## config.mk

```make
export PLATFORM = sky130hd
export DESIGN_NAME = dbw_ctrl
export DESIGN_NICKNAME = d
export VERILOG_FILES = /design/src/rtl/dbw_pkg.sv /design/src/rtl/dbw_plan.sv /design/src/rtl/dbw_wsteer.sv /design/src/rtl/dbw_rsteer.sv /design/src/rtl/dbw_ctrl.sv
export SDC_FILE = /design/constraint.sdc
export NUM_CORES = 1
export LEC_CHECK = 0
export BUFFER_PORTS_ARGS = -buffer_cell sky130_fd_sc_hd__clkbuf_2
export CORE_ASPECT_RATIO = 0.9
export CORE_MARGIN = 8
export CORE_UTILIZATION = 56
export DETAILED_ROUTE_END_ITERATION = 7
export PLACE_DENSITY = 0.87
export SLEW_MARGIN = 5
export SYNTH_ARGS = -nofsm -noshare
export SYNTH_HDL_FRONTEND = slang
export SYNTH_HIERARCHICAL = 1
export SYNTH_SLANG_ARGS = --single-unit
```

## constraint.sdc

```tcl
create_clock -name clk -period 2.1 [get_ports clk]
set_clock_uncertainty 0.15 [all_clocks]
set_input_delay 0.315 -clock clk [delete_from_list [all_inputs] [get_ports clk]]
set_output_delay 0.315 -clock clk [all_outputs]
set_load 0.02 [all_outputs]
```

## src/rtl/dbw_pkg.sv

```systemverilog
package dbw_pkg;
  typedef enum logic [1:0] {ST_IDLE, ST_FIRST, ST_SECOND} dbw_state_e;
  // which data lane(s) a bus cycle uses
  typedef enum logic [1:0] {LN_LOW, LN_HIGH, LN_BOTH} dbw_lane_e;
endpackage

```

## src/rtl/dbw_plan.sv

```systemverilog
module dbw_plan
  import dbw_pkg::*;
#(
  parameter int ADDR_W = 20
) (
  input  logic [ADDR_W-1:0] addr,
  input  logic              is_word,
  input  logic              narrow,
  output logic              two_cyc,
  output logic [ADDR_W-2:0] p1_wa,
  output logic              p1_a0,
  output logic              p1_hi,
  output dbw_lane_e         p1_lane,
  output logic [ADDR_W-2:0] p2_wa,
  output logic              p2_a0,
  output logic              p2_hi,
  output dbw_lane_e         p2_lane
);
  logic [ADDR_W-1:0] nxt;

  always_comb begin
    nxt     = addr + 1'b1;              // wraps at the top of the space
    two_cyc = is_word & (narrow | addr[0]);
    p1_wa   = addr[ADDR_W-1:1];
    p1_a0   = addr[0];
    p1_hi   = ~narrow & (is_word | addr[0]);
    if (narrow)                     p1_lane = LN_LOW;
    else if (is_word && !addr[0])   p1_lane = LN_BOTH;
    else if (addr[0])               p1_lane = LN_HIGH;
    else                            p1_lane = LN_LOW;
    // second half always lands on the even bank / lower lane
    p2_wa   = nxt[ADDR_W-1:1];
    p2_a0   = nxt[0];
    p2_hi   = 1'b0;
    p2_lane = LN_LOW;
  end
endmodule

```

## src/rtl/dbw_wsteer.sv

```systemverilog
module dbw_wsteer
  import dbw_pkg::*;
#(
  parameter int BYTE_W = 8
) (
  input  dbw_lane_e           lane,
  input  logic                take_hi,
  input  logic [2*BYTE_W-1:0] wd,
  output logic [2*BYTE_W-1:0] lanes
);
  logic [BYTE_W-1:0] sel;

  always_comb begin
    sel = take_hi ? wd[2*BYTE_W-1:BYTE_W] : wd[BYTE_W-1:0];
    // a single byte is driven on both lanes; the bank enables pick the one used
    lanes = (lane == LN_BOTH) ? wd : {sel, sel};
  end
endmodule

```

## src/rtl/dbw_rsteer.sv

```systemverilog
module dbw_rsteer
  import dbw_pkg::*;
#(
  parameter int BYTE_W = 8
) (
  input  dbw_lane_e           lane,
  input  logic [2*BYTE_W-1:0] lanes,
  output logic [BYTE_W-1:0]   rbyte
);
  always_comb
    rbyte = (lane == LN_HIGH) ? lanes[2*BYTE_W-1:BYTE_W] : lanes[BYTE_W-1:0];
endmodule

```

## src/rtl/dbw_ctrl.sv

```systemverilog
module dbw_ctrl
  import dbw_pkg::*;
#(
  parameter int ADDR_W = 20,
  parameter int BYTE_W = 8
) (
  input  logic                clk,
  input  logic                rst,
  input  logic                req,
  input  logic                req_word,
  input  logic                req_we,
  input  logic                req_narrow,
  input  logic [ADDR_W-1:0]   req_addr,
  input  logic [2*BYTE_W-1:0] req_wdata,
  output logic                ready,
  output logic                done,
  output logic [2*BYTE_W-1:0] rdata,
  output logic                bus_cyc,
  output logic                bus_we,
  output logic [ADDR_W-2:0]   bus_wa,
  output logic                bus_a0,
  output logic                bus_hi_en,
  output logic [2*BYTE_W-1:0] bus_wdata,
  input  logic [2*BYTE_W-1:0] bus_rdata
);
  localparam int DATA_W = 2 * BYTE_W;
  localparam int WA_W   = ADDR_W - 1;

  dbw_state_e        state_q;
  dbw_lane_e         lane_q, nxt_lane_q;
  logic              two_q, narrow_q;
  logic [WA_W-1:0]   nxt_wa_q;
  logic              nxt_a0_q, nxt_hi_q;
  logic [DATA_W-1:0] nxt_wdata_q;
  logic [BYTE_W-1:0] lo_q;

  // request decode
  logic              two_cyc, p1_a0, p1_hi, p2_a0, p2_hi;
  logic [WA_W-1:0]   p1_wa, p2_wa;
  dbw_lane_e         p1_lane, p2_lane;

  dbw_plan #(.ADDR_W(ADDR_W)) u_plan (
    .addr(req_addr), .is_word(req_word), .narrow(req_narrow),
    .two_cyc(two_cyc),
    .p1_wa(p1_wa), .p1_a0(p1_a0), .p1_hi(p1_hi), .p1_lane(p1_lane),
    .p2_wa(p2_wa), .p2_a0(p2_a0), .p2_hi(p2_hi), .p2_lane(p2_lane)
  );

  // write lane steering for both phases, prepared at accept time
  dbw_lane_e         ph_lane [2];
  logic [DATA_W-1:0] ph_wdata [2];

  always_comb begin
    ph_lane[0] = p1_lane;
    ph_lane[1] = p2_lane;
  end

  for (genvar ph = 0; ph < 2; ph++) begin : g_wr
    dbw_wsteer #(.BYTE_W(BYTE_W)) u_ws (
      .lane(ph_lane[ph]), .take_hi(ph != 0), .wd(req_wdata), .lanes(ph_wdata[ph])
    );
  end

  // read lane extraction for the active cycle
  logic [BYTE_W-1:0] rd_byte;

  dbw_rsteer #(.BYTE_W(BYTE_W)) u_rs (
    .lane(lane_q), .lanes(bus_rdata), .rbyte(rd_byte)
  );

  assign ready = (state_q == ST_IDLE);

  always_ff @(posedge clk) begin
    if (rst) begin
      state_q     <= ST_IDLE;
      done        <= 1'b0;
      rdata       <= '0;
      bus_cyc     <= 1'b0;
      bus_we      <= 1'b0;
      bus_wa      <= '0;
      bus_a0      <= 1'b0;
      bus_hi_en   <= 1'b0;
      bus_wdata   <= '0;
      lane_q      <= LN_LOW;
      nxt_lane_q  <= LN_LOW;
      two_q       <= 1'b0;
      narrow_q    <= 1'b0;
      nxt_wa_q    <= '0;
      nxt_a0_q    <= 1'b0;
      nxt_hi_q    <= 1'b0;
      nxt_wdata_q <= '0;
      lo_q        <= '0;
    end else begin
      done <= 1'b0;
      unique case (state_q)
        ST_IDLE: if (req) begin
          state_q     <= ST_FIRST;
          bus_cyc     <= 1'b1;
          bus_we      <= req_we;
          bus_wa      <= p1_wa;
          bus_a0      <= p1_a0;
          bus_hi_en   <= p1_hi;
          bus_wdata   <= ph_wdata[0];
          lane_q      <= p1_lane;
          two_q       <= two_cyc;
          narrow_q    <= req_narrow;
          nxt_wa_q    <= p2_wa;
          nxt_a0_q    <= p2_a0;
          nxt_hi_q    <= p2_hi;
          nxt_lane_q  <= p2_lane;
          nxt_wdata_q <= ph_wdata[1];
        end
        ST_FIRST: begin
          if (lane_q == LN_BOTH) begin
            rdata   <= bus_rdata;
            bus_cyc <= 1'b0;
            done    <= 1'b1;
            state_q <= ST_IDLE;
          end else if (two_q) begin
            lo_q      <= rd_byte;
            bus_wa    <= nxt_wa_q;
            bus_a0    <= nxt_a0_q;
            bus_hi_en <= nxt_hi_q;
            bus_wdata <= nxt_wdata_q;
            lane_q    <= nxt_lane_q;
            state_q   <= ST_SECOND;
          end else begin
            rdata   <= {{BYTE_W{1'b0}}, rd_byte};
            bus_cyc <= 1'b0;
            done    <= 1'b1;
            state_q <= ST_IDLE;
          end
        end
        ST_SECOND: begin
          rdata   <= {rd_byte, lo_q};
          bus_cyc <= 1'b0;
          done    <= 1'b1;
          state_q <= ST_IDLE;
        end
        default: state_q <= ST_IDLE;
      endcase
    end
  end

  // ---------------- assertions ----------------
  p_idle_quiet_r1: assert property (@(posedge clk) disable iff (rst)
    ready |-> !bus_cyc);

  p_aligned_single_r2: assert property (@(posedge clk) disable iff (rst)
    (bus_cyc && state_q == ST_FIRST && !narrow_q && !bus_a0 && bus_hi_en)
      |=> (done && !bus_cyc));

  p_split_even_bank_r4: assert property (@(posedge clk) disable iff (rst)
    (state_q == ST_SECOND && !narrow_q) |-> (bus_cyc && !bus_a0 && !bus_hi_en));

  p_split_next_word_r4: assert property (@(posedge clk) disable iff (rst)
    (state_q == ST_SECOND && !narrow_q) |-> (bus_wa == $past(bus_wa) + 1'b1));

  p_narrow_no_hi_r6: assert property (@(posedge clk) disable iff (rst)
    (bus_cyc && narrow_q) |-> !bus_hi_en);

  p_narrow_next_byte_r6: assert property (@(posedge clk) disable iff (rst)
    (state_q == ST_SECOND && narrow_q) |-> ({bus_wa, bus_a0} == $past({bus_wa, bus_a0}) + 1'b1));

  p_done_after_bus_r7: assert property (@(posedge clk) disable iff (rst)
    done |-> ($past(bus_cyc) && !bus_cyc));
endmodule

```

==> metrics.log <==
[metrics] outcome: finished, final reports clean
[metrics] worst supply voltage drop on vdd: 0.6047 mV
[metrics] data arrival time of the worst path: 2.09 ns
[metrics] row count: 35
[metrics] mean area per synthesized cell: between 8 and 9 µm²
[metrics] starting density of the core: 57.36%
[metrics] crit-path cells: inv_1 > ha_1 > nand2_1 > o21ai_4 > and2_4 > buf_4 > a211oi_1
[metrics] vias in the first global route: 5116
[metrics] warnings from Yosys: 6
[metrics] Std-Cell Core Area: 10200 µm²
[metrics] startpoint class of the critical path: register
[metrics] worst setup slack for register-to-register paths: 0.12 ns
[metrics] Iter 0 DRT Violations: 359
[metrics] final period utilization: a little over nine tenths
[metrics] detailed-route DRC error count: 0
[metrics] detailed-route via count: 4997
[metrics] area growth from synthesis to layout: 13.83%
[metrics] Finish-stage setup viols: 0
[metrics] die height: 113.0 µm
[metrics] share of synthesized registers carrying an async set or reset: 0%
[metrics] buffers and inverters on the worst path: 2
[metrics] Netlist Area Pre-Place: slightly below 6000 µm²
[metrics] number of distinct library cells after synthesis: 43
[metrics] number of synthesized flops with an enable pin: 0
[metrics] clock tree from TritonCTS: built
[metrics] highest net fanout along the worst path: 12
[metrics] path category of the worst min-delay check: in2reg
[metrics] clock latency on the worst-skew pair: ~0.35 ns
[metrics] post-cts hold buffer count: 0
[metrics] post-route cell area: 6663 µm²
[metrics] Num CTS Buffers: 9
[metrics] Final Power: 5.685 mW
[metrics] per-cell routed wire length: 17.70 µm
[metrics] GPL Wtd Cong: 0.8077
[metrics] antenna diode count: 0
[metrics] Filler Cell Count: 786
[metrics] maximum number of pins on one net before global-route repair: 44
[metrics] dominant register cell in the synthesized netlist: dfxtp_1
[metrics] kind of end point of the critical path: register
[metrics] number of buffers added on ports: 114
[metrics] number of top-level pins: between 100 and 150
[metrics] post-synthesis sequential element count: 108
[metrics] vias per cell: 5.790
[metrics] remaining global-route overflow: 0
[metrics] Seq/Total Area, Yosys: between 30% and 40%
[metrics] post-CTS setup repair buffer count: 0
[metrics] leakage dissipation: 2.660 nW
[metrics] Worst path max stage delay: 0.42 ns
[metrics] PD cells: about 850 nW/µm²
[metrics] Fmax achieved: 504.5 MHz
[metrics] hold violation count in the final report: 0
[metrics] proportion of layout cells with a drive suffix above 1: 31.34%
[metrics] max-cap check violation count: 0
[metrics] Post-CTS Resized: 0
[metrics] count of H-tree levels built during CTS: 3
[metrics] Root Buffer Master: clkbuf_16
[metrics] placed inst area: 6346 µm²
[metrics] kind of cell adding the most delay to the critical path: flip-flops
[metrics] setup repair after global routing missed its margin: no
[metrics] commonest cells after routing, fill and taps aside: nand2_1 (113), clkbuf_2 (113), dfxtp_1 (108)
[metrics] Req. time, crit path: about 2.2 ns
[metrics] number of iterations in the first detailed-routing pass: 5
[metrics] Final HPWL DP: 10440 µm
[metrics] post-detailed-routing wire length: 15270 µm
[metrics] Final Slew Violations: 0
[metrics] DRT antenna net count: 0
[metrics] number of antenna violations at the first check in global routing: 0
[metrics] final critical path time including I/O delays and setup: about 2.0 ns
[metrics] global-route usage over all layers: 21.76%
[metrics] area enclosed by the die boundary: 13980 µm²
[metrics] wire length of the first global-routing pass: 24770 µm
[metrics] clk slew on worst S/H paths: 0.07 ns
[metrics] number of sinks handled by clock tree synthesis: 108
[metrics] slowest library cell on the worst path: dfxtp_1
[metrics] horizontal extent of the die: around 120 µm
[metrics] Mapped Cells: 652
[metrics] number of buffers on the longest clock path: 2
[metrics] Crit Path Category: reg2reg
[metrics] setup TNS after final layout: 0 ns
[metrics] net count of the finished layout: slightly below 800
## where the power goes
part | total (mW) | internal (mW) | switching, mW
Sequential | 2.38 | 2.26 | 0.121
Combinational | 1.55 | 0.612 | 0.934
Clock | 1.76 | 0.969 | 0.793
## registers in the layout, summed over array words and instances (netlist names), 2 cells and up
register / count
bus_wa: 19
nxt_wa_q: 19
bus_wdata: 16
nxt_wdata_q: 16
rdata: 16
lo_q: 8
lane_q: 2
nxt_lane_q: 2
state_q: 2
## path summary, 6_finish.rpt
path / start / to / depth (start not counted)
max: state_q[0] / bus_wdata[0] / 7
min: req_we / bus_we / 3
max reg2reg: state_q[0] / bus_wdata[0] / 7
min reg2reg: nxt_wa_q[18] / nxt_wa_q[18] / 2
## routing by layer
metal | vias up | global-route usage [%] | wire length [µm]
met1 | 2396 | 25.98 | 6354
met5 | - | 0 | 0
met4 | 0 | 7.057 | 224
met2 | 171 | 37.37 | 7685
li1 | 2406 | - | -
met3 | 24 | 5.027 | 1008
## cell usage after synthesis, types with 8 or more instances
master / instances / area [µm²]
nand2_1: 113 / 424.2
dfxtp_1: 108 / 2162
a21oi_1: 97 / 485.5
mux2i_1: 41 / 410.4
mux2_2: 40 / 450.4
a211oi_1: 37 / 277.8
buf_4: 26 / 195.2
nor2_1: 19 / 71.32
buf_2: 18 / 90.09
clkbuf_1: 15 / 56.30
nor3b_1: 11 / 82.58
xnor2_1: 11 / 96.34
a211oi_2: 10 / 125.1
nand2b_1: 10 / 62.56
buf_6: 8 / 90.09
mux2_4: 8 / 120.1
nor3_1: 8 / 40.04
o211ai_1: 8 / 60.06
## cell families (layout without fill, tap and decap cells)
group | after synthesis | after routing | share of synthesized area [%]
AO/OA/AOI/OAI | 162 | 162 | 18.38
XOR/XNOR | 18 | 18 | 2.693
adder cells (fa/ha/maj) | 7 | 7 | 1.496
buffers and inverters | 80 | 158 | 8.209
flip-flops | 108 | 108 | 36.94
multiplexers | 89 | 89 | 16.76
other | 3 | 7 | 0.1924
AND/OR/NAND/NOR | 185 | 185 | 15.33
## metrics by stage
step,hold WS (ns),util (%),instances,worst slack (ns)
floorplan,0.2812,-,656,0.2376
detailed placement,0.2970,62.20,847,0.02613
finish,0.06019,65.30,863,0.1179
CTS,0.04652,65.22,863,0.1065
global route,0.06186,65.30,863,0.009495
global placement,0.2871,62.20,847,0.1356
## worst reg2reg max path: cells and delay by family, from the launching register on
| family | cells | cell delay (ns) |
|---|---|---|
| compound gates | 2 | 0.36 |
| fa+ha+maj | 1 | 0.30 |
| buf+inv | 2 | 0.31 |
| flops | 1 | 0.42 |
| simple gates | 2 | 0.35 |
## layout make-up
type,instances,area [µm²],area share (%)
clock buffers,10,239.0,3.587
clock inverters,6,70.07,1.052
inverters,11,41.29,0.6197
multi-input cells,468,3243,48.68
flip-flops and latches,108,2162,32.45
well taps,129,161.4,2.423
repair buffers,131,745.7,11.19
Note: power is estimated with default switching activity, not from simulation.
